## src/rtl/epp_host_pkg.sv

```systemverilog
package epp_host_pkg;

  typedef enum logic [1:0] {
    CY_IDLE     = 2'd0,
    CY_WAIT_RDY = 2'd1,
    CY_STROBE   = 2'd2,
    CY_RELEASE  = 2'd3
  } cyc_state_t;

  localparam logic [2:0] OFS_DATA  = 3'd0;
  localparam logic [2:0] OFS_STAT  = 3'd1;
  localparam logic [2:0] OFS_CTRL  = 3'd2;
  localparam logic [2:0] OFS_EADDR = 3'd3;

  // clocks that fit in limit_ns at clk_hz
  function automatic int unsigned wd_cycles(input int unsigned clk_hz,
                                            input int unsigned limit_ns);
    longint unsigned prod;
    prod = longint'(clk_hz) * longint'(limit_ns);
    return 32'(prod / 64'd1000000000);
  endfunction

  function automatic logic is_epp_port(input logic [2:0] ofs);
    return ofs >= OFS_EADDR;
  endfunction

endpackage

```

## src/rtl/epp_cycle_fsm.sv

```systemverilog
module epp_cycle_fsm
  import epp_host_pkg::*;
#(
  parameter int unsigned WD_CYCLES = 1000
) (
  input  logic       clk,
  input  logic       rst_n,
  input  logic       start,
  input  logic       start_addr,
  input  logic       start_we,
  input  logic [7:0] start_byte,
  input  logic       per_rdy_n,
  output cyc_state_t state,
  output logic       is_addr,
  output logic       is_wr,
  output logic [7:0] wbyte,
  output logic       active,
  output logic       strobe_on,
  output logic       cap_evt,
  output logic       timeout_evt
);

  localparam int unsigned WDW = $clog2(WD_CYCLES + 1);

  logic [WDW-1:0] wd;
  logic           wd_zero;
  logic           done_seen;
  logic [WDW:0]   busy_len;

  assign wd_zero     = (wd == '0);
  assign done_seen   = (state == CY_STROBE) && per_rdy_n;
  assign active      = (state != CY_IDLE);
  assign strobe_on   = (state == CY_STROBE);
  assign cap_evt     = done_seen && !is_wr;
  assign timeout_evt = wd_zero && ((state == CY_WAIT_RDY) ||
                                   (state == CY_STROBE && !per_rdy_n));

  always_ff @(posedge clk or negedge rst_n) begin
    if (!rst_n) begin
      state   <= CY_IDLE;
      wd      <= '0;
      is_addr <= 1'b0;
      is_wr   <= 1'b0;
      wbyte   <= '0;
    end else begin
      unique case (state)
        CY_IDLE: begin
          if (start) begin
            state   <= CY_WAIT_RDY;
            wd      <= WDW'(WD_CYCLES - 1);
            is_addr <= start_addr;
            is_wr   <= start_we;
            wbyte   <= start_byte;
          end
        end
        CY_WAIT_RDY: begin
          if (wd_zero) begin
            state <= CY_RELEASE;
          end else begin
            wd <= wd - WDW'(1);
            if (!per_rdy_n) state <= CY_STROBE;
          end
        end
        CY_STROBE: begin
          if (per_rdy_n || wd_zero) state <= CY_RELEASE;
          else                      wd    <= wd - WDW'(1);
        end
        default: state <= CY_IDLE;
      endcase
    end
  end

  // cycles spent waiting or strobing, for the watchdog bound check
  always_ff @(posedge clk or negedge rst_n) begin
    if (!rst_n)                                            busy_len <= '0;
    else if (state == CY_WAIT_RDY || state == CY_STROBE)   busy_len <= busy_len + 1'b1;
    else                                                   busy_len <= '0;
  end


  strobe_entry_chk: assert property (@(posedge clk) disable iff (!rst_n)
    (state == CY_STROBE && $past(state) == CY_WAIT_RDY) |-> !$past(per_rdy_n));


  wd_bound_chk: assert property (@(posedge clk) disable iff (!rst_n)
    busy_len <= (WDW+1)'(WD_CYCLES));


  abort_release_chk: assert property (@(posedge clk) disable iff (!rst_n)
    timeout_evt |=> (state == CY_RELEASE));

endmodule

```

## src/rtl/epp_spp_regs.sv

```systemverilog
module epp_spp_regs
  import epp_host_pkg::*;
(
  input  logic       clk,
  input  logic       rst_n,
  input  logic       acc_en,
  input  logic       acc_we,
  input  logic [2:0] acc_addr,
  input  logic [7:0] acc_wdata,
  input  logic [4:0] status_pins,
  input  logic [7:0] pd_in,
  input  logic       tmo_set,
  input  logic       cap_evt,
  output logic [5:0] ctl_q,
  output logic [7:0] data_q,
  output logic       tmo_q,
  output logic [7:0] rdata_q,
  output logic       spp_done
);

  logic [7:0] rd_mux;
  logic       wr_stat, wr_ctrl, wr_data;

  assign wr_data = acc_en && acc_we && (acc_addr == OFS_DATA);
  assign wr_stat = acc_en && acc_we && (acc_addr == OFS_STAT);
  assign wr_ctrl = acc_en && acc_we && (acc_addr == OFS_CTRL);

  always_comb begin
    unique case (acc_addr)
      OFS_DATA: rd_mux = ctl_q[5] ? pd_in : data_q;
      OFS_STAT: rd_mux = {status_pins, 2'b00, tmo_q};
      OFS_CTRL: rd_mux = {2'b00, ctl_q};
      default:  rd_mux = 8'h00;
    endcase
  end

  always_ff @(posedge clk or negedge rst_n) begin
    if (!rst_n) begin
      ctl_q    <= '0;
      data_q   <= '0;
      tmo_q    <= 1'b0;
      rdata_q  <= '0;
      spp_done <= 1'b0;
    end else begin
      spp_done <= acc_en;
      if (wr_data) data_q <= acc_wdata;
      if (wr_ctrl) ctl_q  <= acc_wdata[5:0];
      if (tmo_set)                     tmo_q <= 1'b1;
      else if (wr_stat && acc_wdata[0]) tmo_q <= 1'b0;
      if (acc_en && !acc_we) rdata_q <= rd_mux;
      else if (cap_evt)      rdata_q <= pd_in;
    end
  end


  tmo_sticky_chk: assert property (@(posedge clk) disable iff (!rst_n)
    (tmo_q && !(wr_stat && acc_wdata[0])) |=> tmo_q);


  ctl_hold_chk: assert property (@(posedge clk) disable iff (!rst_n)
    !wr_ctrl |=> $stable(ctl_q));

endmodule

```

## src/rtl/epp_pin_mux.sv

```systemverilog
module epp_pin_mux (
  input  logic       epp_active,
  input  logic       is_wr,
  input  logic       is_addr,
  input  logic       strobe_on,
  input  logic [7:0] wbyte,
  input  logic [7:0] data_q,
  input  logic       ctl_stb,
  input  logic       ctl_afd,
  input  logic       ctl_init,
  input  logic       ctl_sel,
  input  logic       ctl_dir,
  output logic [7:0] pd_out,
  output logic       pd_oe,
  output logic       stb_wr_n,
  output logic       afd_ds_n,
  output logic       sel_as_n,
  output logic       rst_pin_n
);

  always_comb begin
    if (epp_active) begin
      pd_oe    = is_wr;
      pd_out   = wbyte;
      stb_wr_n = !is_wr;
      afd_ds_n = !(strobe_on && !is_addr);
      sel_as_n = !(strobe_on && is_addr);
    end else begin
      pd_oe    = !ctl_dir;
      pd_out   = data_q;
      stb_wr_n = !ctl_stb;
      afd_ds_n = !ctl_afd;
      sel_as_n = !ctl_sel;
    end
    rst_pin_n = ctl_init;
  end

endmodule

```

## src/rtl/epp_host.sv

```systemverilog
module epp_host
  import epp_host_pkg::*;
#(
  parameter int unsigned CLK_HZ   = 100_000_000,
  parameter int unsigned LIMIT_NS = 10_000
) (
  input  logic       clk,
  input  logic       rst_n,
  input  logic       reg_req,
  input  logic       reg_we,
  input  logic [2:0] reg_addr,
  input  logic [7:0] reg_wdata,
  output logic [7:0] reg_rdata,
  output logic       reg_ready,
  output logic       reg_done,
  input  logic [7:0] pd_in,
  output logic [7:0] pd_out,
  output logic       pd_oe,
  output logic       pin_stb_wr_n,
  output logic       pin_afd_ds_n,
  output logic       pin_sel_as_n,
  output logic       pin_rst_n,
  input  logic       per_rdy_n,
  input  logic       per_ack,
  input  logic       per_paper,
  input  logic       per_online,
  input  logic       per_fault_n,
  output logic       irq_out
);

  localparam int unsigned WD_CYCLES = wd_cycles(CLK_HZ, LIMIT_NS);

  cyc_state_t state;
  logic       accept, epp_start, spp_acc;
  logic       is_addr, is_wr, epp_active, strobe_on, cap_evt, timeout_evt;
  logic [7:0] wbyte, data_q;
  logic [5:0] ctl_q;
  logic       tmo_q, spp_done;

  assign accept    = reg_req && reg_ready;
  assign epp_start = accept && is_epp_port(reg_addr);
  assign spp_acc   = accept && !is_epp_port(reg_addr);

  epp_cycle_fsm #(.WD_CYCLES(WD_CYCLES)) u_fsm (
    .clk         (clk),
    .rst_n       (rst_n),
    .start       (epp_start),
    .start_addr  (reg_addr == OFS_EADDR),
    .start_we    (reg_we),
    .start_byte  (reg_wdata),
    .per_rdy_n   (per_rdy_n),
    .state       (state),
    .is_addr     (is_addr),
    .is_wr       (is_wr),
    .wbyte       (wbyte),
    .active      (epp_active),
    .strobe_on   (strobe_on),
    .cap_evt     (cap_evt),
    .timeout_evt (timeout_evt)
  );

  epp_spp_regs u_regs (
    .clk         (clk),
    .rst_n       (rst_n),
    .acc_en      (spp_acc),
    .acc_we      (reg_we),
    .acc_addr    (reg_addr),
    .acc_wdata   (reg_wdata),
    .status_pins ({per_rdy_n, per_ack, per_paper, per_online, per_fault_n}),
    .pd_in       (pd_in),
    .tmo_set     (timeout_evt),
    .cap_evt     (cap_evt),
    .ctl_q       (ctl_q),
    .data_q      (data_q),
    .tmo_q       (tmo_q),
    .rdata_q     (reg_rdata),
    .spp_done    (spp_done)
  );

  epp_pin_mux u_mux (
    .epp_active (epp_active),
    .is_wr      (is_wr),
    .is_addr    (is_addr),
    .strobe_on  (strobe_on),
    .wbyte      (wbyte),
    .data_q     (data_q),
    .ctl_stb    (ctl_q[0]),
    .ctl_afd    (ctl_q[1]),
    .ctl_init   (ctl_q[2]),
    .ctl_sel    (ctl_q[3]),
    .ctl_dir    (ctl_q[5]),
    .pd_out     (pd_out),
    .pd_oe      (pd_oe),
    .stb_wr_n   (pin_stb_wr_n),
    .afd_ds_n   (pin_afd_ds_n),
    .sel_as_n   (pin_sel_as_n),
    .rst_pin_n  (pin_rst_n)
  );

  assign reg_ready = !epp_active;
  assign reg_done  = spp_done || (state == CY_RELEASE);
  assign irq_out   = per_ack && ctl_q[4];


  ready_drop_chk: assert property (@(posedge clk) disable iff (!rst_n)
    epp_start |=> !reg_ready);


  idle_oe_chk: assert property (@(posedge clk) disable iff (!rst_n)
    !epp_active |-> (pd_oe == !ctl_q[5]));


  tmo_flag_chk: assert property (@(posedge clk) disable iff (!rst_n)
    timeout_evt |=> tmo_q);

endmodule

```

## config.mk

```make
export PLATFORM = sky130hd
export DESIGN_NAME = epp_host
export DESIGN_NICKNAME = d
export VERILOG_FILES = /design/src/rtl/epp_host_pkg.sv /design/src/rtl/epp_cycle_fsm.sv /design/src/rtl/epp_spp_regs.sv /design/src/rtl/epp_pin_mux.sv /design/src/rtl/epp_host.sv
export SDC_FILE = /design/constraint.sdc
export NUM_CORES = 1
export LEC_CHECK = 0
export ABC_AREA = 1
export BUFFER_PORTS_ARGS = -buffer_cell sky130_fd_sc_hd__buf_2
export CAP_MARGIN = 20
export CORE_MARGIN = 5
export CORE_UTILIZATION = 60
export DETAILED_ROUTE_END_ITERATION = 10
export PLACE_DENSITY = 0.94
export SLEW_MARGIN = 15
export SYNTH_ARGS = -nofsm -noshare
export SYNTH_HDL_FRONTEND = slang
export SYNTH_SLANG_ARGS = --single-unit
```

## constraint.sdc

```tcl
create_clock -name clk -period 3.4 [get_ports clk]
set_clock_uncertainty 0.1 [all_clocks]
set_input_delay 0.51 -clock clk [delete_from_list [all_inputs] [get_ports clk]]
set_output_delay 0.51 -clock clk [all_outputs]
set_load 0.03 [all_outputs]
```

# After elaboration in Yosys (flattened, before gate mapping)
# Index checks and enable logic that the tools add are counted.
# totals
register_bits	46
in_bits	28
elab_cells	84
# classes
n_addsub	1
magnitude_cmp	1
eq_ne	11
mux	20
n_reduce_logical	41
# op_table
cell	n
$mux W8	4
$mux W10	3
$pmux W10 S3	1
$pmux W8 S3	1
$logic_and A1 B1 Y1	16
$logic_not A1 Y1	12
$logic_not A10 Y1	1
$sub A10 B1 Y10 const B	1
$mux W2	4
$ne A2 B2 Y1 const B	4
$eq A3 B2 Y1 const B	2
$mux W1	6
$pmux W2 S3	1
$reduce_bool A2 Y1	3
$eq A2 B2 Y1 const B	2
$reduce_and A4 Y1	1
$eq A3 B1 Y1 const B	1
$ge A3 B2 Y1 const B	1
$logic_not A3 Y1	1
$logic_or A1 B1 Y1	3
$ne A3 B2 Y1 const B	1
$reduce_and A3 Y1	1
$reduce_bool A3 Y1	1
$eq A2 B1 Y1 const B	1
2 further kinds	2

# Logic depth before layout (Yosys ltp)
# Gate-level depths: netlist (run 1).
# logic_depth
ltp_word	9
depth_mapped	10

# Hierarchy
# A second synthesis (run 1) with hierarchy kept.
# hier_totals
hier_cells	372
hier_area_um2	2861.5
# by_module_without_submodules
mod	instances	cells_per_inst	area_per_inst_um2	seq_area_each_um2
epp_cycle_fsm	1	156	1317.5	550.5
epp_spp_regs	1	165	1316.3	600.6
epp_pin_mux	1	40	170.2	0.0
epp_host	1	11	57.6	0.0

# Worst setup path after synthesis (run 1)
# No wires, ideal clock.
# synth_path
path_type	flip-flop to output port
start	register u_fsm.state[0]
end	output port pd_out[6]
arrival_time_ps	2091
required_time_ps	2790
setup_slack_ps	699
stages_incl_launch_ff	7
n_path_buf	2
cell_sequence	dfrtp_1 > inv_1 > ha_1 > buf_4 > inv_1 > buf_2 > o21ai_0
# synth_between
elab_chain_len	2
# synth_lines
element	line	text
start, declared	epp_cycle_fsm.sv:13	output cyc_state_t state,
start signal, assigned	epp_cycle_fsm.sv:40	state <= CY_IDLE;
start signal, assigned	epp_cycle_fsm.sv:49	state <= CY_WAIT_RDY;
start signal, assigned	epp_cycle_fsm.sv:58	state <= CY_RELEASE;
$reduce_bool A2 Y1	epp_cycle_fsm.sv:32	assign active = (state != CY_IDLE);
$mux W8	epp_pin_mux.sv:22	if (epp_active) begin
end, declared	epp_host.sv:17	output logic [7:0] pd_out,
# No other way between the ends.

# Final worst setup path (run 1)
# layout_path
start	register u_fsm.state[0]
end	output port pd_out[7]
# The elaborated chain is that of the path after synthesis.

==> reports/results.txt, run 1 <==
Slew Viols, Final -> 0
Worst-case clock buffer depth -> 2
Grt met1 use -> 0.309
Layout area overhead -> 13.4%
Fin crit share -> 0.846
Worst path required time -> 2.79 ns
DR vias -> 2557
H-tree Lvls -> 2
Largest net degree at the start of global routing -> 47
Max-cap viol count -> 0
Final hold violations -> 0
Crit. End Element -> output pin
Syn_area_per_cell -> 7.65 um2
Crit path launch type -> register
Status -> finished clean
Total track usage -> 0.220
Final setup fails -> 0
CTS root buffer -> clkbuf_8
Worst Path Max Fanout -> 17
Antenna Diode Count -> 0
Worst skew pair latency -> 0.31 ns
Max Fclk -> 347 MHz
Die height -> 77.9 um
Placement row count -> 24
Routed WL per cell -> 14.0 um
Core area -> 0.00441 mm2
Mapped Cells -> 362
Worst slew pin tran -> 0.579 ns
Critical path, cell by cell -> inv_1 > ha_1 > inv_1 > o21ai_0 > buf_2
First-pass GRT wire length -> 11000 um
Met2 GRT Util -> 0.331
Slew HR -> 0.614
Gates resized, CTS repair -> 0
Ys Warns -> 0
Most frequent CP cell -> inv_1
Initial Util -> 0.627
Vias in the first global route -> 2401
Netlist cell types -> 30
Placed insts -> 456
Syn nets -> 396
Antenna violations before repair -> 0
Slowest CP cell -> ha_1
Final Power -> 2.84 mW
Delay of the slowest critical-path stage -> 0.51 ns
Die W -> 77.9 um
Postcts setup bufs -> 0
Non-Filler Instances -> 465
Setup TNS -> 0 ns
CTS buffer count -> 5
Tmin final -> 2.88 ns
Post-synthesis sequential area ratio -> 0.416
# hold bufs at CTS -> 0
Placed wire-length estimate -> 4830 um
CTS tree -> done
GP Congestion -> 0.910
Die ar. -> 0.00607 mm2
Initial DRC count -> 285
VDD IR max -> 0.000584 V
DRT Wirelength -> 6500 um
Nets@finish -> 446
Share of cells above drive strength 1 -> 0.254
Buffers on Ports -> 51
Register bit total from synthesis -> 46
CP Class -> reg -> out
Crit path max-delay family -> buffers and inverters
HP Class -> in -> async
Crit path DAT -> 2.27 ns
IO Count -> 52
Buf/Inv on CP -> 3
Clock sink count -> 46
Total grt overflow -> 0
Netlist area before placement -> 0.00277 mm2
Router iterations before antenna repair -> 5
Drt via density -> 5.50
Worst-path clk slew -> 0.09 ns
P_leak -> 1.66 nW
Final Util -> 0.711
RSZ-0062 raised after global routing -> false
GR peak layer -> met2
Drt drc -> 0
PwrDens -> 903 mW/mm2
Met3 usage -> 0.0648
Min Hold Slack -> 0.0908 ns
Routed Antenna Nets -> 0
-- layout make-up --
cell class                      instances  area, um2
Multi-Input combinational cell        265       1390
Fill cell                             333       1270
Sequential cell                        46       1150
Timing Repair Buffer                   52        283
Inverter                               42        158
Clock buffer                            5       68.8
Tap cell                               52       65.1
Clock inverter                          3       25.0
-- cells by family after synthesis --
logic type                 share of synthesized area
AOI/OAI and AO/OA                              0.150
adders and majority gates                     0.0271
buffers and inverters                         0.0822
DFF                                            0.416
and+or+nand+nor                                0.325
-- stage by stage --
step | setup slack (ns) | instance area (um2)
after floorplan | 0.699 | 2770
after global placement | 1.00 | 3020
after detailed placement | 0.886 | 3020
after CTS | 0.535 | 3110
after global routing | 0.343 | 3140
final | 0.522 | 3140
-- registers in the layout, indices dropped and copies added, names as in the netlist --
name / count
u_fsm.is_addr: 1
u_fsm.is_wr: 1
u_fsm.state: 2
u_fsm.wbyte: 8
u_fsm.wd: 10
u_regs.ctl_q: 6
u_regs.data_q: 8
u_regs.rdata_q: 8
u_regs.spp_done: 1
u_regs.tmo_q: 1
-- power breakdown --
group          switching [mW]  total (mW)  internal (mW)
Clock                   0.203       0.352          0.149
Sequential              0.188       0.954          0.766
Combinational            1.04        1.53          0.487
Total                    1.44        2.84           1.40
-- per-layer routing --
| metal | share of wire | routed length [um] | vias up |
|---|---|---|---|
| met5 | 0 | 0 | - |
| met4 | 0.016 | 106 | 0 |
| met3 | 0.075 | 485 | 12 |
| met2 | 0.45 | 2910 | 97 |
| met1 | 0.46 | 3000 | 1184 |
| li1 | - | - | 1264 |
-- worst reg2reg max path, stage by stage, from the launching register on --
cell     delay [ns]
dfrtp_1        0.44
inv_1          0.11
ha_1           0.51
nand3_2        0.48
a21oi_4        0.46
nand3_4        0.18
nand2_1        0.10
nand2_1        0.05
-- synthesized netlist by cell type (all sizes together) --
cell    number  area, um2
a22o         2       17.5
a21oi       11       66.3
nand3       36        220
ha           6       75.1
buf          7       62.6
o21ai       48        293
o31ai        1       7.51
nor2        22        105
or2          1       6.26
nand2      130        538
a22oi        1       7.51
inv         42        158
nor3         4       31.3
dfrtp       46       1150
clkbuf       2       7.51
o21bai       1       7.51
o211ai       2       15.0
-- placed cells by master, fill, tap and decap left out --
| cell type | n |
|---|---|
| nand2_1 | 118 |
| buf_2 | 51 |
| dfrtp_1 | 46 |
| inv_1 | 36 |
| nand3_1 | 31 |
| o21ai_0 | 30 |
| nor2_1 | 17 |
| o21ai_2 | 14 |
| a21oi_1 | 10 |
| nand2_2 | 8 |
| inv_2 | 6 |
| ha_1 | 6 |
| clkbuf_8 | 5 |
| nand2_4 | 4 |
| o21ai_1 | 4 |
| nor2_2 | 3 |
| nand3_2 | 3 |
| nor3_1 | 3 |
| nor2_4 | 2 |
| nand3_4 | 2 |
| o211ai_1 | 2 |
| a22o_1 | 2 |
| or2_2 | 1 |
| a22oi_1 | 1 |
| o21bai_1 | 1 |
| a21oi_4 | 1 |
| nor3_4 | 1 |
| o31ai_1 | 1 |
| clkinvlp_4 | 1 |
| clkinv_4 | 1 |
| inv_6 | 1 |
| buf_16 | 1 |
-- worst paths after layout --
| path | startpoint | end | slack [ns] | depth (start not counted) |
|---|---|---|---|---|
| worst min register to register | u_regs.rdata_q[1] | u_regs.rdata_q[1] | 0.39 | 2 |
| worst max register to register | u_fsm.state[0] | u_fsm.wd[2] | 0.87 | 7 |
| worst min-delay path | rst_n | u_regs.data_q[6] | 0.09 | 1 |
| max in group asynchronous | rst_n | u_fsm.wd[7] | 2.60 | 2 |
| min in group clk | reg_addr[2] | u_fsm.is_addr | 0.32 | 2 |
| worst max-delay path | u_fsm.state[0] | pd_out[7] | 0.52 | 5 |
Power figures use the tool's default switching activity.
==> inputs of run 2 (changes only) <==
--- a/config.mk
+++ b/config.mk
@@ -5,13 +5,13 @@
 export SDC_FILE = /design/constraint.sdc
 export NUM_CORES = 1
 export LEC_CHECK = 0
-export ABC_AREA = 1
+export ABC_AREA = 0
 export BUFFER_PORTS_ARGS = -buffer_cell sky130_fd_sc_hd__buf_2
 export CAP_MARGIN = 20
 export CORE_MARGIN = 5
-export CORE_UTILIZATION = 60
+export CORE_UTILIZATION = 50
 export DETAILED_ROUTE_END_ITERATION = 10
-export PLACE_DENSITY = 0.94
+export PLACE_DENSITY = 0.85
 export SLEW_MARGIN = 15
 export SYNTH_ARGS = -nofsm -noshare
 export SYNTH_HDL_FRONTEND = slang
==> constraint.sdc (replaced) <==
create_clock -name clk -period 2.4 [get_ports clk]
set_clock_uncertainty 0.1 [all_clocks]
set_input_delay 0.36 -clock clk [delete_from_list [all_inputs] [get_ports clk]]
set_output_delay 0.36 -clock clk [all_outputs]
set_load 0.03 [all_outputs]
==> reports/results.txt, run 2 <==
Final Util -> 0.596
Share of cells above drive strength 1 -> 0.362
Tmin final -> 2.31 ns
CTS root buffer -> clkbuf_8
VDD IR max -> 0.000519 V
Placed wire-length estimate -> 4500 um
HP Class -> in -> async
Area contributors post-synth -> dfrtp_1, mux2_2, mux2i_1, a31oi_1, ha_1
Non-Filler Instances -> 363
Crit path DAT -> 1.85 ns
Most frequent cells in the layout -> buf_2, dfrtp_1, mux2_2
Reg2reg end -> u_fsm.wd[4]
CP Class -> reg -> out
Status -> finished clean
Main flop type after synthesis -> dfrtp_1
Crit. End Element -> output pin
Cell taking the most area after synthesis -> dfrtp_1
Post-route cell area -> 0.00304 mm2
Post-place setup slack -> 0.237 ns
Post-synthesis sequential area ratio -> 0.438
Synth top area share -> 0.438
Placed insts -> 355
Routed WL per cell -> 17.1 um
Worst path required time -> 1.94 ns
Reg2reg path depth -> 7
Final hold violations -> 0
Ys Warns -> 0
Die ar. -> 0.00680 mm2
Die W -> 82.5 um
Worst Path Max Fanout -> 15
Largest net degree at the start of global routing -> 47
Initial DRC count -> 124
IO Count -> 52
Buffers on Ports -> 51
Antenna Diode Count -> 0
Syn nets -> 277
Postcts setup bufs -> 0
Register bit total from synthesis -> 46
CTS buffer count -> 5
P_leak -> 1.40 nW
Router iterations before antenna repair -> 5
First-pass GRT wire length -> 9980 um
Commonest cells post-synth -> dfrtp_1, mux2_2, mux2i_1, nand2_1, a31oi_1
Antenna violations before repair -> 0
CTS tree -> done
DRT Wirelength -> 6190 um
Max reg flops -> 10
Worst-path clk slew -> 0.09 ns
Drt drc -> 0
Final setup fails -> 0
DP Area -> 0.00294 mm2
Nets@finish -> 326
Netlist cell types -> 46
Netlist area before placement -> 0.00263 mm2
Slew Viols, Final -> 0
Reg2reg start -> u_fsm.wd[0]
Largest Register -> u_fsm.wd
Max Fclk -> 433 MHz
GP Congestion -> 0.834
Critical Path Source -> u_fsm.state[0]
Worst slew pin tran -> 0.571 ns
Placement row count -> 26
Mapped Cells -> 243
Vias in the first global route -> 2089
Final Power -> 3.88 mW
R2r setup slk -> 0.12 ns
Syn_area_per_cell -> 10.8 um2
Core area -> 0.00511 mm2
Routed Antenna Nets -> 0
Async SR Flop Fraction -> 1.00
H-tree Lvls -> 2
Initial Util -> 0.514
PwrDens -> 1280 mW/mm2
Worst skew pair latency -> 0.30 ns
Most common cell after layout, fill and taps aside -> buf_2
Final worst slack -> 0.0883 ns
Worst-case clock buffer depth -> 2
Total track usage -> 0.192
Crit path launch type -> register
Fin crit share -> 0.963
Die height -> 82.5 um
Slew HR -> 0.620
Max-cap viol count -> 0
Drt via density -> 5.78
Most common cell in the netlist -> dfrtp_1
Total grt overflow -> 0
Layout area overhead -> 15.9%
DR vias -> 2097
Clock sink count -> 46
Post-synth EDFFs -> 0
-- run 2: cell types whose count changed in the layout (fill, tap and decap cells not counted), sizes merged, moves of 5 or more --
cell | previous run | this run
nor2 | 22 | 9
buf | 52 | 59
nand3 | 36 | 4
inv | 43 | 12
mux2 | 0 | 34
and3 | 0 | 5
mux2i | 0 | 15
nand2 | 130 | 15
o21ai | 48 | 9
a31oi | 0 | 12
-- run 2: cell type report --
class	instances	area [um2]
clock buffers	5	68.8
clock inverters	3	22.5
fillers	407	2060
inverters	10	37.5
multi-input cells	170	1360
flip-flops and latches	46	1150
well taps	70	87.6
repair buffers	59	319
-- run 2: cells by family (layout without fill, tap and decap cells) --
kind of cell / count (synthesis) / count (layout) / share of synthesized area
DFF: 46 / 46 / 0.438
adders and majority gates: 6 / 6 / 0.0286
AOI/OAI and AO/OA: 55 / 55 / 0.149
muxes: 49 / 49 / 0.203
buffers and inverters: 27 / 77 / 0.0500
and+or+nand+nor: 60 / 60 / 0.131
-- run 2: what timing repair did --
| action | CTS | global route |
|---|---|---|
| resized for setup | 1 | 2 |
| endpoints found under the setup margin | 8 | 10 |
| pin swaps | 0 | 0 |
| gates cloned | 0 | 0 |
| hold buffers | 0 | 0 |
-- run 2: metrics by stage --
| stage | hold WS, ns | TNS [ns] |
|---|---|---|
| 2_1_floorplan | -0.0356 | -0.363 |
| 3_3_place_gp | 0.372 | 0 |
| 5_1_grt | 0.0789 | -0.0418 |
| 3_5_place_dp | 0.380 | 0 |
| 6_report | 0.0234 | 0 |
| 4_1_cts | 0.0425 | 0 |
-- run 2: how the worst max path moves through the flow --
stage / to
finish: pd_out[4]
global route: u_fsm.wd[8]
CTS: pd_out[3]
detailed placement: u_fsm.state[0]
global placement: pd_out[4]
floorplan: pd_oe
-- run 2: report_power, final --
part / internal, mW / switching (mW)
registers: 1.08 / 0.264
logic: 0.853 / 1.20
clock network: 0.211 / 0.275
total: 2.14 / 1.74
-- run 2: worst max-delay path: stages (launching register included) --
cell,delay [ns]
dfrtp_1,0.44
inv_1,0.17
ha_4,0.21
buf_6,0.19
mux2_2,0.35
buf_2,0.18
-- run 2: routing by layer --
layer,up-vias,routed length [um],share of wire,global-route usage
met5,-,0,0,0
li1,990,-,-,-
met2,72,2980,0.48,0.297
met3,14,381,0.062,0.0401
met1,1021,2670,0.43,0.257
met4,0,164,0.026,0.0880
==> inputs of run 3 (changes only) <==
--- a/config.mk
+++ b/config.mk
@@ -11,7 +11,8 @@
 export CORE_MARGIN = 5
 export CORE_UTILIZATION = 50
 export DETAILED_ROUTE_END_ITERATION = 10
-export PLACE_DENSITY = 0.85
+export HOLD_SLACK_MARGIN = 0.03
+export PLACE_DENSITY = 0.82
 export SLEW_MARGIN = 15
 export SYNTH_ARGS = -nofsm -noshare
 export SYNTH_HDL_FRONTEND = slang
==> reports/results.txt, run 3 (synthesized netlist as in run 2, its figures left out) <==
Total track usage -> 0.192
Nets@finish -> 328
End point of the critical path -> pd_out[5]
Antenna violations before repair -> 0
Initial DRC count -> 156
Final setup fails -> 0
P_leak -> 1.41 nW
Crit path launch type -> register
# hold bufs at CTS -> 0
Die ar. -> 0.00680 mm2
Max reg flops -> 10
Reg2reg path depth -> 6
IO Count -> 52
Final Power -> 3.87 mW
Most common cell after layout, fill and taps aside -> buf_2
Antenna Diode Count -> 0
DP Area -> 0.00295 mm2
Post-route cell area -> 0.00305 mm2
VDD IR max -> 0.000515 V
Gates resized, CTS repair -> 0
Fin crit share -> 0.958
Crit path DAT -> 1.84 ns
Placed wire-length estimate -> 4530 um
Postcts setup bufs -> 0
Met3 usage -> 0.0390
Status -> finished clean
Die W -> 82.5 um
R2r setup slk -> 0.20 ns
HP Class -> in -> async
H-tree Lvls -> 2
Reg2reg start -> u_fsm.state[1]
Largest Register -> u_fsm.wd
Drt drc -> 0
Max Fclk -> 435 MHz
Met2 GRT Util -> 0.308
Worst slew pin tran -> 0.578 ns
Vias in the first global route -> 2005
PwrDens -> 1270 mW/mm2
Placement row count -> 26
Final Util -> 0.597
GR peak layer -> met2
Die height -> 82.5 um
Reg2reg end -> u_regs.data_q[7]
Router iterations before antenna repair -> 4
DR vias -> 2072
Routed Antenna Nets -> 0
Layout area overhead -> 16.1%
Post-place setup slack -> 0.201 ns
Worst skew pair latency -> 0.30 ns
Routed WL per cell -> 16.7 um
Total grt overflow -> 0
Final hold violations -> 0
Tmin final -> 2.30 ns
Critical Path Source -> u_fsm.state[1]
Largest net degree at the start of global routing -> 47
Crit. End Element -> output pin
Initial Util -> 0.514
Slew Viols, Final -> 0
Most frequent cells in the layout -> buf_2, dfrtp_1, mux2_2
Worst path required time -> 1.94 ns
CP Class -> reg -> out
CTS root buffer -> clkbuf_8
Final worst slack -> 0.102 ns
Core area -> 0.00511 mm2
Worst-case clock buffer depth -> 2
Clock sink count -> 46
Setup TNS -> 0 ns
Drt via density -> 5.68
Buffers on Ports -> 51
GP Congestion -> 0.824
Slew HR -> 0.615
Worst-path clk slew -> 0.09 ns
DRT Wirelength -> 6090 um
CTS tree -> done
Worst Path Max Fanout -> 15
RSZ-0062 raised after global routing -> false
Max-cap viol count -> 0
Share of cells above drive strength 1 -> 0.366
Grt met1 use -> 0.265
First-pass GRT wire length -> 9850 um
CTS buffer count -> 5
run 3: cell count changes in the layout (fill, tap and decap cells not counted), sizes merged:
cell,before,now
inv,12,10
buf,59,61
clkbuf,5,7
run 3: layer usage:
layer / vias up / share of wire
met5: - / 0
met4: 0 / 0.013
met3: 7 / 0.047
met2: 49 / 0.49
met1: 1016 / 0.45
li1: 1000 / -
run 3: critical path: stages, from the launching register on:
cell and delay (ns):
dfrtp_1 0.44, inv_1 0.10, ha_1 0.22, buf_4 0.24, mux2_2 0.36, buf_2 0.18
run 3: per-stage QoR:
stage | hold slack (ns) | std cells
after floorplan | -0.0356 | 243
after global placement | 0.376 | 357
after detailed placement | 0.379 | 357
after CTS | 0.0564 | 365
after global routing | 0.109 | 365
final | 0.0354 | 365
run 3: report_power, final:
group          switching [mW]  internal, mW
sequential              0.264          1.08
clock                   0.259         0.233
combinational            1.20         0.839
run 3: worst min-delay path by stage:
stage                                   end  slack [ns]  cells past startpoint
after CTS                 u_regs.rdata_q[5]        0.06                      2
after detailed placement        u_fsm.wd[6]        0.38                      2
final                     u_regs.rdata_q[5]        0.04                      2
after floorplan               u_fsm.is_addr       -0.04                      0
after global placement          u_fsm.wd[5]        0.38                      2
after global routing            u_fsm.wd[6]        0.11                      2
run 3: layout make-up:
cell class | count | area, um2
Timing Repair Buffer | 61 | 330
Inverter | 10 | 37.5
Multi-Input combinational cell | 170 | 1350
Clock inverter | 1 | 5.00
Clock buffer | 7 | 86.3
Tap cell | 70 | 87.6
Fill cell | 430 | 2060
Sequential cell | 46 | 1150
